<file path="src/rtl/poly_seq_pkg.sv">
// Shared codes for the polynomial operation sequencer.
package poly_seq_pkg;

    // Function codes issued by the scheme-level controller.
    typedef enum logic [1:0] {
        FN_SAMPLE = 2'd0,
        FN_MAC    = 2'd1,
        FN_NTT    = 2'd2,
        FN_INTT   = 2'd3
    } fn_e;

    // Scheme codes.
    typedef enum logic [1:0] {
        SCH_Q23   = 2'd0,
        SCH_Q12   = 2'd1,
        SCH_NTRU  = 2'd2,
        SCH_HASH  = 2'd3
    } sch_e;

    // ALU opcodes driven each issue cycle.
    typedef enum logic [2:0] {
        OP_NOP    = 3'd0,
        OP_SAMPLE = 3'd1,
        OP_MAC    = 3'd2,
        OP_BF_CT  = 3'd3,
        OP_BF_GS  = 3'd4,
        OP_SCALE  = 3'd5
    } op_e;

    // Sequencer control states.
    typedef enum logic [1:0] {
        ST_IDLE  = 2'd0,
        ST_ISSUE = 2'd1,
        ST_WAIT  = 2'd2,
        ST_DONE  = 2'd3
    } st_e;

endpackage

</file>
<file path="src/rtl/poly_seq_cfg.sv">
// Decodes scheme, level and function code into loop bounds.
// Assumes the caller latches the results only when accept is high.
module poly_seq_cfg
    import poly_seq_pkg::*;
(
    input  fn_e         func,
    input  sch_e        scheme,
    input  logic [1:0]  level,
    output logic        accept,
    output logic [3:0]  nlog,
    output logic [3:0]  layers,
    output logic [3:0]  npass
);

    // Select log2 N, the layer count and the pass count.
    always_comb begin
        accept = (scheme != SCH_HASH);
        case (scheme)
            SCH_Q12:  begin nlog = 4'd8; layers = 4'd7; end
            SCH_NTRU: begin
                nlog   = (level == 2'd0) ? 4'd9 : 4'd10;
                layers = nlog;
            end
            default:  begin nlog = 4'd8; layers = 4'd8; end
        endcase
        case (func)
            FN_NTT:  npass = layers;
            FN_INTT: npass = layers + 4'd1;
            default: npass = 4'd1;
        endcase
    end

endmodule

</file>
<file path="src/rtl/poly_seq_ctrl.sv">
// Pass/cycle/gap state machine. Assumes BFLY is a power of two with
// BFLY <= N/2 for every N it runs, and PIPE_LAT >= 1.
module poly_seq_ctrl
    import poly_seq_pkg::*;
#(
    parameter int BFLY     = 4,
    parameter int PIPE_LAT = 3,
    parameter int AW       = 10
) (
    input  logic          clk,
    input  logic          rst_n,
    input  logic          start,
    input  logic          cfg_ok,
    input  fn_e           func_in,
    input  sch_e          scheme_in,
    input  logic [3:0]    cfg_nlog,
    input  logic [3:0]    cfg_layers,
    input  logic [3:0]    cfg_npass,
    output logic          issue,
    output logic          busy,
    output logic          done,
    output fn_e           func_q,
    output sch_e          scheme_q,
    output logic [3:0]    nlog_q,
    output logic [3:0]    layers_q,
    output logic [3:0]    pass_q,
    output logic [AW-1:0] cyc_q
);

    localparam int LB = $clog2(BFLY);
    localparam int WW = $clog2(PIPE_LAT + 1);

    st_e             st;
    logic [3:0]      npass_q;
    logic [WW-1:0]   wcnt;
    logic [AW-1:0]   cyc_max;
    logic            cyc_last;

    // Last issue cycle of a pass: N/(2*BFLY) - 1.
    always_comb begin
        cyc_max  = AW'((32'd1 << (32'(nlog_q) - 32'd1 - 32'(LB))) - 32'd1);
        cyc_last = (cyc_q == cyc_max);
    end

    // State, counters and latched configuration.
    always_ff @(posedge clk) begin
        if (!rst_n) begin
            st       <= ST_IDLE;
            func_q   <= FN_SAMPLE;
            scheme_q <= SCH_Q23;
            nlog_q   <= 4'd8;
            layers_q <= 4'd8;
            npass_q  <= 4'd1;
            pass_q   <= 4'd0;
            cyc_q    <= '0;
            wcnt     <= '0;
        end else begin
            case (st)
                ST_IDLE: if (start && cfg_ok) begin
                    st       <= ST_ISSUE;
                    func_q   <= func_in;
                    scheme_q <= scheme_in;
                    nlog_q   <= cfg_nlog;
                    layers_q <= cfg_layers;
                    npass_q  <= cfg_npass;
                    pass_q   <= 4'd0;
                    cyc_q    <= '0;
                end
                ST_ISSUE: if (cyc_last) begin
                    st     <= ST_WAIT;
                    cyc_q  <= '0;
                    wcnt   <= '0;
                    pass_q <= pass_q + 4'd1;
                end else begin
                    cyc_q <= cyc_q + AW'(1);
                end
                ST_WAIT: if (wcnt == WW'(PIPE_LAT - 1)) begin
                    st <= (pass_q == npass_q) ? ST_DONE : ST_ISSUE;
                end else begin
                    wcnt <= wcnt + WW'(1);
                end
                default: st <= ST_IDLE;
            endcase
        end
    end

    assign issue = (st == ST_ISSUE);
    assign busy  = (st != ST_IDLE);
    assign done  = (st == ST_DONE);

    // completion is a single-cycle pulse.
    a_r10_done_pulse: assert property (@(posedge clk) disable iff (!rst_n)
        done |=> !done);

    // latched function stays fixed while the run is active.
    a_r11_cfg_hold: assert property (@(posedge clk) disable iff (!rst_n)
        (busy && $past(busy)) |-> ($stable(func_q) && $stable(nlog_q)));

    // a hash-scheme request leaves the sequencer idle.
    a_r2_reject: assert property (@(posedge clk) disable iff (!rst_n)
        (!busy && start && !cfg_ok) |=> !busy);

endmodule

</file>
<file path="src/rtl/poly_seq_addr.sv">
// Per-lane address, twiddle and opcode generation for one issue cycle.
// Assumes the pass/cycle inputs come from poly_seq_ctrl.
module poly_seq_addr
    import poly_seq_pkg::*;
#(
    parameter int BFLY = 4,
    parameter int AW   = 10
) (
    input  logic                   valid,
    input  fn_e                    func,
    input  sch_e                   scheme,
    input  logic [3:0]             nlog,
    input  logic [3:0]             layers,
    input  logic [3:0]             pass,
    input  logic [AW-1:0]          cyc,
    output op_e                    op,
    output logic [BFLY*AW-1:0]     rd_top,
    output logic [BFLY*AW-1:0]     rd_bot,
    output logic [BFLY*(AW+3)-1:0] tw_idx
);

    localparam int LB  = $clog2(BFLY);
    localparam int TWW = AW + 3;

    logic       is_coef;
    logic       inv;
    logic [3:0] hlog;

    // Pass kind, inverse flag, half-span exponent and opcode.
    always_comb begin
        inv     = (func == FN_INTT);
        is_coef = (func == FN_SAMPLE) || (func == FN_MAC) ||
                  (inv && (pass == layers));
        if (func == FN_NTT) hlog = nlog - 4'd1 - pass;
        else                hlog = nlog - layers + pass;
        if (!valid) op = OP_NOP;
        else case (func)
            FN_SAMPLE: op = OP_SAMPLE;
            FN_MAC:    op = OP_MAC;
            FN_NTT:    op = OP_BF_CT;
            default:   op = is_coef ? OP_SCALE : OP_BF_GS;
        endcase
    end

    for (genvar g = 0; g < BFLY; g++) begin : g_lane
        logic [AW-1:0] k, blk, half, off, top, bot, idx;
        // Butterfly or coefficient addressing for lane g.
        always_comb begin
            k    = (cyc << LB) | AW'(g);
            half = AW'(1) << hlog;
            blk  = k >> hlog;
            off  = k & (half - AW'(1));
            if (!valid) begin
                top = '0; bot = '0; idx = '0;
            end else if (is_coef) begin
                top = k << 1;
                bot = top | AW'(1);
                idx = '0;
            end else begin
                top = (blk << (hlog + 4'd1)) | off;
                bot = top | half;
                idx = (AW'(1) << (nlog - 4'd1 - hlog)) + blk;
            end
        end
        assign rd_top[g*AW +: AW]   = top;
        assign rd_bot[g*AW +: AW]   = bot;
        assign tw_idx[g*TWW +: TWW] = valid ? {scheme, inv, idx} : '0;
    end

endmodule

</file>
<file path="src/rtl/poly_seq_wb.sv">
// Delay line that turns read addresses into write-back addresses.
// Assumes DEPTH >= 1.
module poly_seq_wb #(
    parameter int W     = 80,
    parameter int DEPTH = 3
) (
    input  logic         clk,
    input  logic         rst_n,
    input  logic         in_valid,
    input  logic [W-1:0] in_data,
    output logic         out_valid,
    output logic [W-1:0] out_data
);

    logic [DEPTH:0] v;
    logic [W-1:0]   d [DEPTH+1];

    assign v[0] = in_valid;
    assign d[0] = in_data;

    for (genvar s = 0; s < DEPTH; s++) begin : g_stage
        // One register stage of the write-back delay.
        always_ff @(posedge clk) begin
            if (!rst_n) begin
                v[s+1] <= 1'b0;
                d[s+1] <= '0;
            end else begin
                v[s+1] <= v[s];
                d[s+1] <= d[s];
            end
        end
    end

    assign out_valid = v[DEPTH];
    assign out_data  = d[DEPTH];

endmodule

</file>
<file path="src/rtl/poly_seq.sv">
// Polynomial operation sequencer top: decodes a function request, issues
// per-lane opcodes, read addresses and twiddle indices, delays them into
// write-back addresses, and pulses done after the last write-back.
// Assumes N_MAX >= 1024, BFLY a power of two up to 128, PIPE_LAT >= 1.
module poly_seq
    import poly_seq_pkg::*;
#(
    parameter int BFLY     = 4,
    parameter int PIPE_LAT = 3,
    parameter int N_MAX    = 1024
) (
    input  logic                                  clk,
    input  logic                                  rst_n,
    input  logic                                  start,
    input  logic [1:0]                            func,
    input  logic [1:0]                            scheme,
    input  logic [1:0]                            level,
    output logic                                  busy,
    output logic                                  done,
    output logic                                  op_valid,
    output logic [2:0]                            op,
    output logic [BFLY*$clog2(N_MAX)-1:0]         rd_top,
    output logic [BFLY*$clog2(N_MAX)-1:0]         rd_bot,
    output logic [BFLY*($clog2(N_MAX)+3)-1:0]     tw_idx,
    output logic                                  wr_valid,
    output logic [BFLY*$clog2(N_MAX)-1:0]         wr_top,
    output logic [BFLY*$clog2(N_MAX)-1:0]         wr_bot
);

    localparam int AW = $clog2(N_MAX);
    localparam int LW = BFLY * AW;

    logic          cfg_ok;
    logic [3:0]    cfg_nlog, cfg_layers, cfg_npass;
    fn_e           func_q;
    sch_e          scheme_q;
    logic [3:0]    nlog_q, layers_q, pass_q;
    logic [AW-1:0] cyc_q;
    op_e           op_w;
    logic [2*LW-1:0] wb_data;

    poly_seq_cfg u_cfg (
        .func   (fn_e'(func)),
        .scheme (sch_e'(scheme)),
        .level  (level),
        .accept (cfg_ok),
        .nlog   (cfg_nlog),
        .layers (cfg_layers),
        .npass  (cfg_npass)
    );

    poly_seq_ctrl #(.BFLY(BFLY), .PIPE_LAT(PIPE_LAT), .AW(AW)) u_ctrl (
        .clk        (clk),
        .rst_n      (rst_n),
        .start      (start),
        .cfg_ok     (cfg_ok),
        .func_in    (fn_e'(func)),
        .scheme_in  (sch_e'(scheme)),
        .cfg_nlog   (cfg_nlog),
        .cfg_layers (cfg_layers),
        .cfg_npass  (cfg_npass),
        .issue      (op_valid),
        .busy       (busy),
        .done       (done),
        .func_q     (func_q),
        .scheme_q   (scheme_q),
        .nlog_q     (nlog_q),
        .layers_q   (layers_q),
        .pass_q     (pass_q),
        .cyc_q      (cyc_q)
    );

    poly_seq_addr #(.BFLY(BFLY), .AW(AW)) u_addr (
        .valid  (op_valid),
        .func   (func_q),
        .scheme (scheme_q),
        .nlog   (nlog_q),
        .layers (layers_q),
        .pass   (pass_q),
        .cyc    (cyc_q),
        .op     (op_w),
        .rd_top (rd_top),
        .rd_bot (rd_bot),
        .tw_idx (tw_idx)
    );

    assign op = op_w;

    poly_seq_wb #(.W(2*LW), .DEPTH(PIPE_LAT)) u_wb (
        .clk       (clk),
        .rst_n     (rst_n),
        .in_valid  (op_valid),
        .in_data   ({rd_top, rd_bot}),
        .out_valid (wr_valid),
        .out_data  (wb_data)
    );

    assign wr_top = wb_data[2*LW-1:LW];
    assign wr_bot = wb_data[LW-1:0];

    // lane-0 addresses stay inside the active polynomial.
    a_r5_addr_range: assert property (@(posedge clk) disable iff (!rst_n)
        op_valid |-> (((rd_top[AW-1:0] >> nlog_q) == '0) &&
                      ((rd_bot[AW-1:0] >> nlog_q) == '0)));

    // done follows the final write-back and no write is pending.
    a_r10_after_wb: assert property (@(posedge clk) disable iff (!rst_n)
        done |-> (!wr_valid && !op_valid && $past(wr_valid)));

endmodule

</file>
<file path="config.mk">
export PLATFORM = sky130hd
export DESIGN_NAME = poly_seq
export DESIGN_NICKNAME = d
export VERILOG_FILES = /design/src/rtl/poly_seq_pkg.sv /design/src/rtl/poly_seq_cfg.sv /design/src/rtl/poly_seq_ctrl.sv /design/src/rtl/poly_seq_addr.sv /design/src/rtl/poly_seq_wb.sv /design/src/rtl/poly_seq.sv
export SDC_FILE = /design/constraint.sdc
export NUM_CORES = 1
export LEC_CHECK = 0
export BUFFER_PORTS_ARGS = -buffer_cell sky130_fd_sc_hd__clkbuf_2
export CAP_MARGIN = 20
export CORE_MARGIN = 1.5
export CORE_UTILIZATION = 60
export CTS_CLUSTER_DIAMETER = 40
export DETAILED_ROUTE_END_ITERATION = 7
export GPL_ROUTABILITY_DRIVEN = 0
export PLACE_DENSITY = 0.84
export SYNTH_ARGS = -nofsm -noshare
export SYNTH_HDL_FRONTEND = slang
export SYNTH_SLANG_ARGS = --single-unit
</file>
<file path="constraint.sdc">
create_clock -name clk -period 8.7 [get_ports clk]
set_input_delay 0.435 -clock clk [delete_from_list [all_inputs] [get_ports clk]]
set_output_delay 0.435 -clock clk [all_outputs]
set_load 0.05 [all_outputs]
</file>
==> results of run 1 <==
==> Yosys cell counts (all sizes together), types with 6 or more instances <==
cell type,instances,area share [%]
a211oi,11,0.60
a21o,15,0.82
a21oi,106,3.9
a31oi,21,1.0
a41oi,9,0.57
and2,183,8.3
and3,16,0.77
buf,190,10
clkbuf,64,1.8
dfxtp,269,39
fa,8,1.2
ha,57,5.2
inv,48,1.3
mux2i,9,0.75
nand2,99,2.7
nand2b,11,0.54
nand3,39,1.4
nand4,7,0.32
nor2,121,3.4
nor2b,15,0.68
nor3,22,0.92
o2111ai,8,0.51
o211a,6,0.44
o211ai,8,0.47
o21a,10,0.55
o21ai,52,2.0
or3,9,0.41
xnor2,45,2.9
xor2,23,1.5
==> state kept, by name, summed over array words and instances, names as in the netlist, 2 cells and up <==
| name | flops |
|---|---|
| u_ctrl.cyc_q | 10 |
| u_ctrl.func_q | 2 |
| u_ctrl.layers_q | 4 |
| u_ctrl.nlog_q | 2 |
| u_ctrl.npass_q | 4 |
| u_ctrl.pass_q | 4 |
| u_ctrl.scheme_q | 2 |
| u_ctrl.st | 2 |
| u_ctrl.wcnt | 2 |
| u_wb.d | 158 |
| u_wb.out_data | 78 |
==> routing by layer <==
metal	share of wire, %	vias up	track usage [%]	routed length, um
met1	39	4895	31.48	12430
li1	-	5089	-	-
met4	5.6	0	14.10	1806
met3	7.7	141	4.483	2477
met5	0	-	0	0
met2	48	537	46.20	15430
==> report_power, final <==
| group | total [mW] | internal [mW] | switching (mW) |
|---|---|---|---|
| Combinational | 1.78 | 0.475 | 1.31 |
| Sequential | 1.33 | 1.30 | 0.0356 |
| Clock | 1.19 | 0.710 | 0.480 |
==> worst paths after layout <==
check	cells after the start	slack [ns]	to
hold reg to reg	1	0.42	u_wb.out_data[39]
setup / recovery	22	1.22	tw_idx[9]
setup reg to reg	17	2.61	u_wb.d[166]
hold / removal	3	0.17	u_ctrl.npass_q[3]
==> through the flow <==
stage	instances	hold slack [ns]	utilization (%)	total power [mW]	cell area (um^2)
global route	1875	0.2039	64.89	4.502	14600
finish	1875	0.1735	64.89	4.302	14600
floorplan	1561	0.4119	-	2.817	13720
detailed placement	1824	0.4169	60.57	3.090	13630
CTS	1874	0.1495	64.77	4.276	14570
global placement	1824	0.4137	60.57	3.054	13630
==> worst reg2reg max path, cell delays in order, from the launching register on <==
cell and delay, ns:
dfxtp_1 0.50, inv_1 0.13, fa_1 0.50, inv_1 0.07, fa_1 0.59, nor2_1 0.07, a21oi_2 0.60, inv_1 0.59
ha_1 0.52, nand2_1 0.34, ha_1 0.38, inv_1 0.16, o311a_1 0.38, o41ai_1 0.28, o21ai_0 0.24, a21o_1 0.27
nand2_1 0.17, nand2_1 0.14
==> area by class of cell <==
| class | instances | area [um^2] | area share [%] |
|---|---|---|---|
| inverter | 49 | 183.9 | 1.260 |
| sequential | 269 | 5385 | 36.88 |
| tap | 285 | 356.6 | 2.442 |
| timing repair buffer | 233 | 1204 | 8.243 |
| multi-input combinational | 989 | 6528 | 44.70 |
| clock inverter | 11 | 143.9 | 0.9854 |
| clock buffer | 39 | 800.8 | 5.484 |
==> cells by family (layout without fill, tap and decap cells) <==
family | count (synthesis) | count (layout) | synth area share (%)
muxes | 17 | 17 | 1.651
DFF | 269 | 269 | 39.26
adders and majority gates | 65 | 65 | 6.367
AOI/OAI and AO/OA | 295 | 295 | 14.13
and+or+nand+nor | 541 | 541 | 20.78
other | 1 | 2 | 0.02734
xor gates and xnor gates | 69 | 69 | 4.561
buffers and inverters | 303 | 332 | 13.22
==> cell usage in the layout (no fill, tap or decap), types with 6 or more instances in the layout <==
cell       synthesis  layout
and2_1           183     183
nand2_1           98      98
o21ai_0           39      39
buf_4            172       6
or3_1              9       9
mux2i_1            8       8
o2111ai_1          8       8
nor3_1            20      20
a21oi_1          105     105
xnor2_1           44      44
clkbuf_16          0      27
nand3_1           39      39
o211ai_1           7       7
a21o_1            15      15
fa_1               8       8
nand4_1            7       7
xor2_1            23      23
dfxtp_1          269     269
o21ai_1            9       9
o21a_1            10      10
ha_1              57      57
a31oi_1           20      20
o211a_1            6       6
a41oi_1            9       9
nand2b_1           9       9
clkbuf_8           0       8
and3_1            15      15
nor2b_1           15      15
nor2_1           119     119
inv_1             46      46
clkbuf_2           1     226
a211oi_1          11      11
==> results.json, run 1 <==
{
  "pre_cts_ws_ns": 1.929,
  "drt_iter0_markers": 934,
  "syn-cell-area_um2": 13720,
  "worst_slack_ns": 1.223,
  "status": "finished, final reports clean",
  "routedWlPerCell_um": 17.14,
  "routed_wl_mm": 32.14,
  "startpoint_type": "register",
  "final.setup.tns_ns": 0,
  "fmax_mhz": 133.7,
  "worst_pin_slew_ns": 1.051,
  "die_height_um": 154.2,
  "max_slew_margin_pct": 29.36,
  "drcViolationCount": 0,
  "initial_core_util_pct": 60.95,
  "cts.sink_count": 269,
  "dr.pass1.iters": 6,
  "finalHoldViolCount": 0,
  "hp-class": "primary input to register",
  "fillerInstances": 1777,
  "grt_usage_pct": 26.56,
  "grt_pass1_vias": 9992,
  "worstPathArrival_ns": 7.04,
  "netlist-cell-type-count": 86,
  "cts_buffers": 27,
  "cts_tree": "built",
  "crit_type": "register to primary output",
  "cts_buffer_depth": 3,
  "required_ns": 8.27,
  "worstPathCellList": "inv_1 > fa_1 > inv_1 > fa_1 > nor2_1 > a21oi_2 > inv_1 > ha_1 > a21o_1 > a21oi_1 > xnor2_1 > xnor2_1 > nand2b_1 > nor3_1 > ha_1 > a21o_1 > a21oi_1 > o21ai_0 > nand2_1 > nand3_1 > mux2i_1 > clkbuf_2",
  "drv_slew": 0,
  "vias": 10660,
  "grt_max_degree": 111,
  "dieArea_um2": 23780,
  "avgViaCountPerCell": 5.686,
  "die_x_um": 154.2,
  "cp_max_fo": 23,
  "p_per_area_nw_per_um2": 294.6,
  "clkLatencyLatePin_ns": 0.53,
  "skew_ns": 0.01940,
  "fin_crit_sh_pct": 85.94,
  "cp_common_cell": "inv_1",
  "antenna_found_initial": 0,
  "num_antenna_cells": 0,
  "root_buffer": "clkbuf_16",
  "io_buffers": 227,
  "post_cts_buffers": 0,
  "ys_seq_area_share_pct": 39.26,
  "final.min_clock_period_ns": 7.477,
  "cp-end-kind": "primary output",
  "avgSynthCellArea_um2": 8.792,
  "rsz0062_at_grt": "no",
  "synthCells": 1560,
  "ir_drop_uv": 149.3,
  "grt_overflow": 0,
  "core_um2": 22500,
  "num_rows": 55,
  "layout.nets": 1643,
  "ys.flop_type": "dfxtp_1",
  "grt_pass1_wl_mm": 50.82,
  "ant_nets": 0,
  "synth-seq-cells": 269,
  "clk_pin_slew_worst_paths_ns": 0.06,
  "p_leak_nw": 6.587,
  "r2r_start": "u_ctrl.pass_q[1]",
  "cts.htree.levels": 1,
  "synth-warning-count": 0,
  "max_stage_delay_ns": 0.60,
  "postCtsHoldBufs": 0,
  "setup_violations": 0,
  "synth_edf_count": 0,
  "holdCritStartpoint": "func[1]",
  "area_growth_pct": 6.459,
  "crit_buf_inv": 4,
  "drive_above_1_share_pct": 20.19,
  "ctsResizeCount": 0,
  "critical_path.startpoint": "u_ctrl.pass_q[1]",
  "cap_violations": 0,
  "io_pins": 228,
  "synthArstFlopShare_pct": 0,
  "slowest_stage": "a21oi_2",
  "critPathTopFamily": "adder cells",
  "hpwl_mm": 23.00
}
(Power assumes the default switching activity.)
==> run 2, diff against run 1 <==
==> constraint.sdc (replaced) <==
create_clock -name clk -period 8.7 [get_ports clk]
set_input_delay 0.87 -clock clk [delete_from_list [all_inputs] [get_ports clk]]
set_output_delay 0.87 -clock clk [all_outputs]
set_load 0.05 [all_outputs]
==> run 2 against run 1 <==
Against the previous run: setup slack got worse by 0.35 ns; hold slack improved by 0.25 ns; clock skew fell by 0.0030 ns; die area did not move; global-route usage fell by 0.22 points; via count fell by 0.48%; sequential share of layout area fell by 0.26 points; first-iteration DRC count rose by 3.1%; flip-flop and latch count did not move; sequential power barely moved; design area rose by 0.72%; critical path type unchanged.
==> results.json, run 2 (same netlist as run 1, synthesis figures left out) <==
{
  "root_buffer": "clkbuf_16",
  "io_buffers": 227,
  "cp-end-kind": "primary output",
  "fin_crit_sh_pct": 89.96,
  "p_per_area_nw_per_um2": 300.3,
  "io_pins": 228,
  "avgViaCountPerCell": 5.650,
  "status": "finished, final reports clean",
  "layout_commonest_cell": "dfxtp_1",
  "critical_path.startpoint": "u_ctrl.pass_q[1]",
  "fmax_mhz": 127.8,
  "layout_common_cells": "dfxtp_1, clkbuf_2, and2_1",
  "dr.pass1.iters": 8,
  "worst_pin_slew_ns": 0.9122,
  "worstPathCellList": "inv_1 > fa_1 > inv_1 > fa_1 > nor2_1 > a21oi_2 > inv_1 > ha_1 > a21o_1 > a21oi_1 > xnor2_1 > xnor2_1 > nand2b_1 > nor3_1 > inv_1 > fa_1 > o21ai_0 > a21oi_1 > xnor2_1 > nor2_1 > clkbuf_2",
  "hpwl_mm": 22.87,
  "r2r_slack_ns": 2.53,
  "antenna_found_initial": 1,
  "crit_type": "register to primary output",
  "initial_core_util_pct": 60.95,
  "cp_common_cell": "inv_1",
  "vias": 10610,
  "dieArea_um2": 23780,
  "r2r_start": "u_ctrl.pass_q[1]",
  "cts_buffers": 28,
  "clk_pin_slew_worst_paths_ns": 0.06,
  "regMostFlops": "u_wb.d",
  "largest_reg_flops": 158,
  "die_height_um": 154.2,
  "cts_buffer_depth": 3,
  "routed_wl_mm": 32.08,
  "grt_overflow": 0,
  "hp-class": "register to register",
  "cts_tree": "built",
  "skew_ns": 0.01636,
  "worstPathArrival_ns": 6.96,
  "crit_buf_inv": 5,
  "path_depth": 21,
  "drv_slew": 0,
  "ant_nets": 0,
  "final.min_clock_period_ns": 7.826,
  "drcViolationCount": 0,
  "final.setup.tns_ns": 0,
  "r2r-end": "u_wb.d[166]",
  "max_stage_delay_ns": 0.60,
  "p_leak_nw": 6.642,
  "drt_iter0_markers": 963,
  "critPathTopFamily": "adder cells",
  "grt_pass1_wl_mm": 50.58,
  "num_antenna_cells": 0,
  "startpoint_type": "register",
  "cts.htree.levels": 1,
  "layout.nets": 1645,
  "grt_max_degree": 111,
  "cts.sink_count": 269,
  "reg2regPathDepth": 17,
  "max_slew_margin_pct": 38.54,
  "drive_above_1_share_pct": 20.40,
  "grt_usage_pct": 26.34,
  "cp-endpoint": "tw_idx[34]",
  "slowest_stage": "fa_1",
  "setup_violations": 0,
  "fillerInstances": 1774,
  "ir_drop_uv": 146.0,
  "routedWlPerCell_um": 17.08,
  "clkLatencyLatePin_ns": 0.54,
  "ctsResizeCount": 0,
  "timing.hold.ws_ns": 0.4219,
  "grt_pass1_vias": 9942,
  "num_rows": 55,
  "postCtsHoldBufs": 0,
  "rsz0062_at_grt": "no",
  "cap_violations": 0,
  "finalHoldViolCount": 0,
  "die_x_um": 154.2,
  "required_ns": 7.83,
  "post_cts_buffers": 0,
  "core_um2": 22500,
  "area_growth_pct": 7.225,
  "cp_max_fo": 23
}
==> run 2: report_power, final <==
group / total [mW] / internal (mW) / switching, mW
clock network: 1.30 / 0.809 / 0.491
registers: 1.33 / 1.30 / 0.0354
logic: 1.78 / 0.476 / 1.31
==> run 2: layer usage <==
metal  part of all wire [%]  vias up  global-route usage (%)
met5                  0.047        -                       0
met4                    4.6        2                   12.58
met3                    7.7      110                   4.595
met2                     48      497                   46.50
met1                     40     4907                   31.10
li1                       -     5095                       -
==> run 2: area by class of cell <==
cell class                      instances  area (um^2)  area share (%)
Multi-Input combinational cell        989         6528           44.38
Inverter                               49        183.9           1.251
Timing Repair Buffer                  234         1209           8.218
Tap cell                              285        356.6           2.425
Clock buffer                           38        808.3           5.496
Sequential cell                       269         5385           36.62
Clock inverter                         14        236.5           1.608
==> run 2: metrics by stage <==
stage | total power, mW | cell area [um^2] | worst slack, ns | instances | util [%]
after detailed placement | 3.094 | 13660 | 1.561 | 1825 | 60.69
after global routing | 4.611 | 14710 | 0.3730 | 1878 | 65.35
final | 4.416 | 14710 | 0.8739 | 1878 | 65.35
after CTS | 4.388 | 14700 | 0.9652 | 1877 | 65.33
after global placement | 3.056 | 13630 | 1.859 | 1824 | 60.57
after floorplan | 2.817 | 13720 | 1.968 | 1561 | -
==> run 2: worst min path at each step <==
| stage | start | endpoint | slack (ns) | depth (start not counted) |
|---|---|---|---|---|
| detailed placement | u_wb.d[219] | u_wb.d[139] | 0.42 | 1 |
| finish | u_wb.d[139] | u_wb.out_data[59] | 0.42 | 1 |
| global placement | u_wb.d[173] | u_wb.d[93] | 0.41 | 1 |
| global route | u_wb.d[137] | u_wb.out_data[57] | 0.43 | 1 |
| CTS | u_wb.d[139] | u_wb.out_data[59] | 0.41 | 1 |
| floorplan | u_wb.d[180] | u_wb.d[100] | 0.41 | 1 |
==> run 3, diff against run 2 <==
--- a/config.mk
+++ b/config.mk
@@ -7,6 +7,7 @@
 export LEC_CHECK = 0
 export BUFFER_PORTS_ARGS = -buffer_cell sky130_fd_sc_hd__clkbuf_2
 export CAP_MARGIN = 20
+export CORE_ASPECT_RATIO = 0.6
 export CORE_MARGIN = 1.5
 export CORE_UTILIZATION = 60
 export CTS_CLUSTER_DIAMETER = 40
==> run 3 against run 2 <==
Against the previous run: combinational power up 3%; sequential share of layout area increased by 0.50 points; flip-flop and latch count stayed put; first-iteration DRC count up 34%; critical path depth did not move; core utilization down 0.078 points; register-to-register slack lost 0.25 ns; maximum frequency is 1.4% lower; wire length increased by 7.5%; die area increased by 0.12%; clock power decreased by 15%; cell count rose by 0.80%; critical path type unchanged; critical endpoint unchanged.
==> results.json, run 3 (same netlist as run 1, synthesis figures left out) <==
{
  "postLayoutCoreUtil_pct": 65.28,
  "routedWlPerCell_um": 18.21,
  "grt_max_degree": 125,
  "die_height_um": 120.1,
  "startpoint_type": "register",
  "register_area_um2": 5385,
  "num_rows": 42,
  "status": "finished, final reports clean",
  "final.min_clock_period_ns": 7.935,
  "drv_slew": 0,
  "clk_pin_slew_worst_paths_ns": 0.07,
  "multi_input_area_um2": 6528,
  "max_slew_margin_pct": 34.47,
  "skew_ns": 0.01896,
  "largest_reg_flops": 158,
  "cts_buffer_depth": 3,
  "regMostFlops": "u_wb.d",
  "grt_overflow": 0,
  "final.setup.tns_ns": 0,
  "rsz0062_at_grt": "no",
  "layout_commonest_cell": "dfxtp_1",
  "grt.met2_usage_pct": 40.26,
  "io_buffers": 227,
  "fin_crit_sh_pct": 91.20,
  "cp_max_fo": 23,
  "die_x_um": 198.2,
  "postCtsHoldBufs": 0,
  "cts_buffers": 25,
  "fmax_mhz": 126.0,
  "hpwl_mm": 25.14,
  "drt_iter0_markers": 1286,
  "met1_usage_pct": 41.83,
  "dr.pass1.iters": 7,
  "ctsResizeCount": 0,
  "fillerInstances": 1850,
  "required_ns": 7.83,
  "grt_pass1_vias": 9791,
  "cap_violations": 0,
  "layout.nets": 1641,
  "use_met3_pct": 10.06,
  "dieArea_um2": 23810,
  "post_cts_buffers": 0,
  "num_antenna_cells": 0,
  "core_um2": 22230,
  "cp-end-kind": "primary output",
  "worst_pin_slew_ns": 0.9625,
  "crit_type": "register to primary output",
  "grt_usage_pct": 28.60,
  "cts_tree": "built",
  "io_pins": 228,
  "timing.hold.ws_ns": 0.4287,
  "cts.htree.levels": 1,
  "ir_drop_uv": 232.3,
  "avgViaCountPerCell": 5.708,
  "routed_wl_mm": 34.47,
  "vias": 10810,
  "p_per_area_nw_per_um2": 293.5,
  "setup_violations": 0,
  "r2r_slack_ns": 2.28,
  "drive_above_1_share_pct": 19.94,
  "area_growth_pct": 5.793,
  "grt_pass1_wl_mm": 53.16,
  "antenna_found_initial": 0,
  "ant_nets": 0,
  "root_buffer": "clkbuf_16",
  "top_usage_layer": "met1",
  "finalHoldViolCount": 0,
  "hp-class": "register to register",
  "p_leak_nw": 6.526,
  "drcViolationCount": 0,
  "clkLatencyLatePin_ns": 0.54,
  "initial_core_util_pct": 61.70,
  "worstPathArrival_ns": 7.06,
  "layout_common_cells": "dfxtp_1, clkbuf_2, and2_1",
  "cts.sink_count": 269
}
[run 3: cell types whose count changed in the layout (fill, tap and decap cells not counted), sizes merged]
cell / before / now
bufinv: 5 / 1
buf: 8 / 7
clkbuf: 264 / 260
clkinv: 4 / 5
inv: 53 / 52
clkinvlp: 1 / 2
[run 3: path summary, 6_finish.rpt]
path / startpoint / endpoint / cells after the start
max reg2reg: u_ctrl.pass_q[1] / u_wb.d[166] / 17
min reg2reg: u_wb.d[168] / u_wb.d[88] / 1
max: u_ctrl.pass_q[1] / tw_idx[34] / 21
min: u_wb.d[168] / u_wb.d[88] / 1
[run 3: area by class of cell]
cell class,count,share of cell area (%)
Sequential cell,269,37.11
Clock buffer,34,4.889
Inverter,49,1.268
Timing Repair Buffer,233,8.157
Clock inverter,11,0.9313
Tap cell,308,2.656
Multi-Input combinational cell,989,44.99
[run 3: worst max-delay path, stage by stage (launching register included)]
cell and delay, ns:
dfxtp_1 0.50, inv_1 0.15, fa_1 0.49, inv_1 0.07, fa_1 0.61, nor2_1 0.07
a21oi_2 0.55, inv_1 0.57, ha_1 0.44, a21o_1 0.18, a21oi_1 0.17, xnor2_1 0.16
xnor2_1 0.14, nand2b_1 0.23, nor3_1 0.38, inv_1 0.25, fa_1 0.53, o21ai_0 0.34
a21oi_1 0.14, xnor2_1 0.15, nor2_1 0.10, clkbuf_2 0.28
[run 3: metal layers]
metal	vias to the layer above	share of wire, %	wire, um
met1	4996	46	15740
li1	5082	-	-
met5	-	0	0
met3	109	13	4323
met4	0	2.2	768
met2	619	40	13640
[run 3: per-stage QoR]
stage | total power [mW] | area, um^2 | cells | setup slack, ns
final | 4.259 | 14510 | 1893 | 0.7652
after global routing | 4.442 | 14510 | 1893 | 0.2522
after CTS | 4.215 | 14510 | 1893 | 0.8818
after detailed placement | 3.119 | 13670 | 1848 | 1.485
after global placement | 3.093 | 13670 | 1848 | 1.803
after floorplan | 2.817 | 13720 | 1561 | 1.968
[run 3: report_power, final]
part           leakage (nW)  internal, mW  switching (mW)  total [mW]
registers              2.17          1.30          0.0372        1.33
logic                  3.95         0.474            1.35        1.83
clock network         0.409         0.617           0.483        1.10
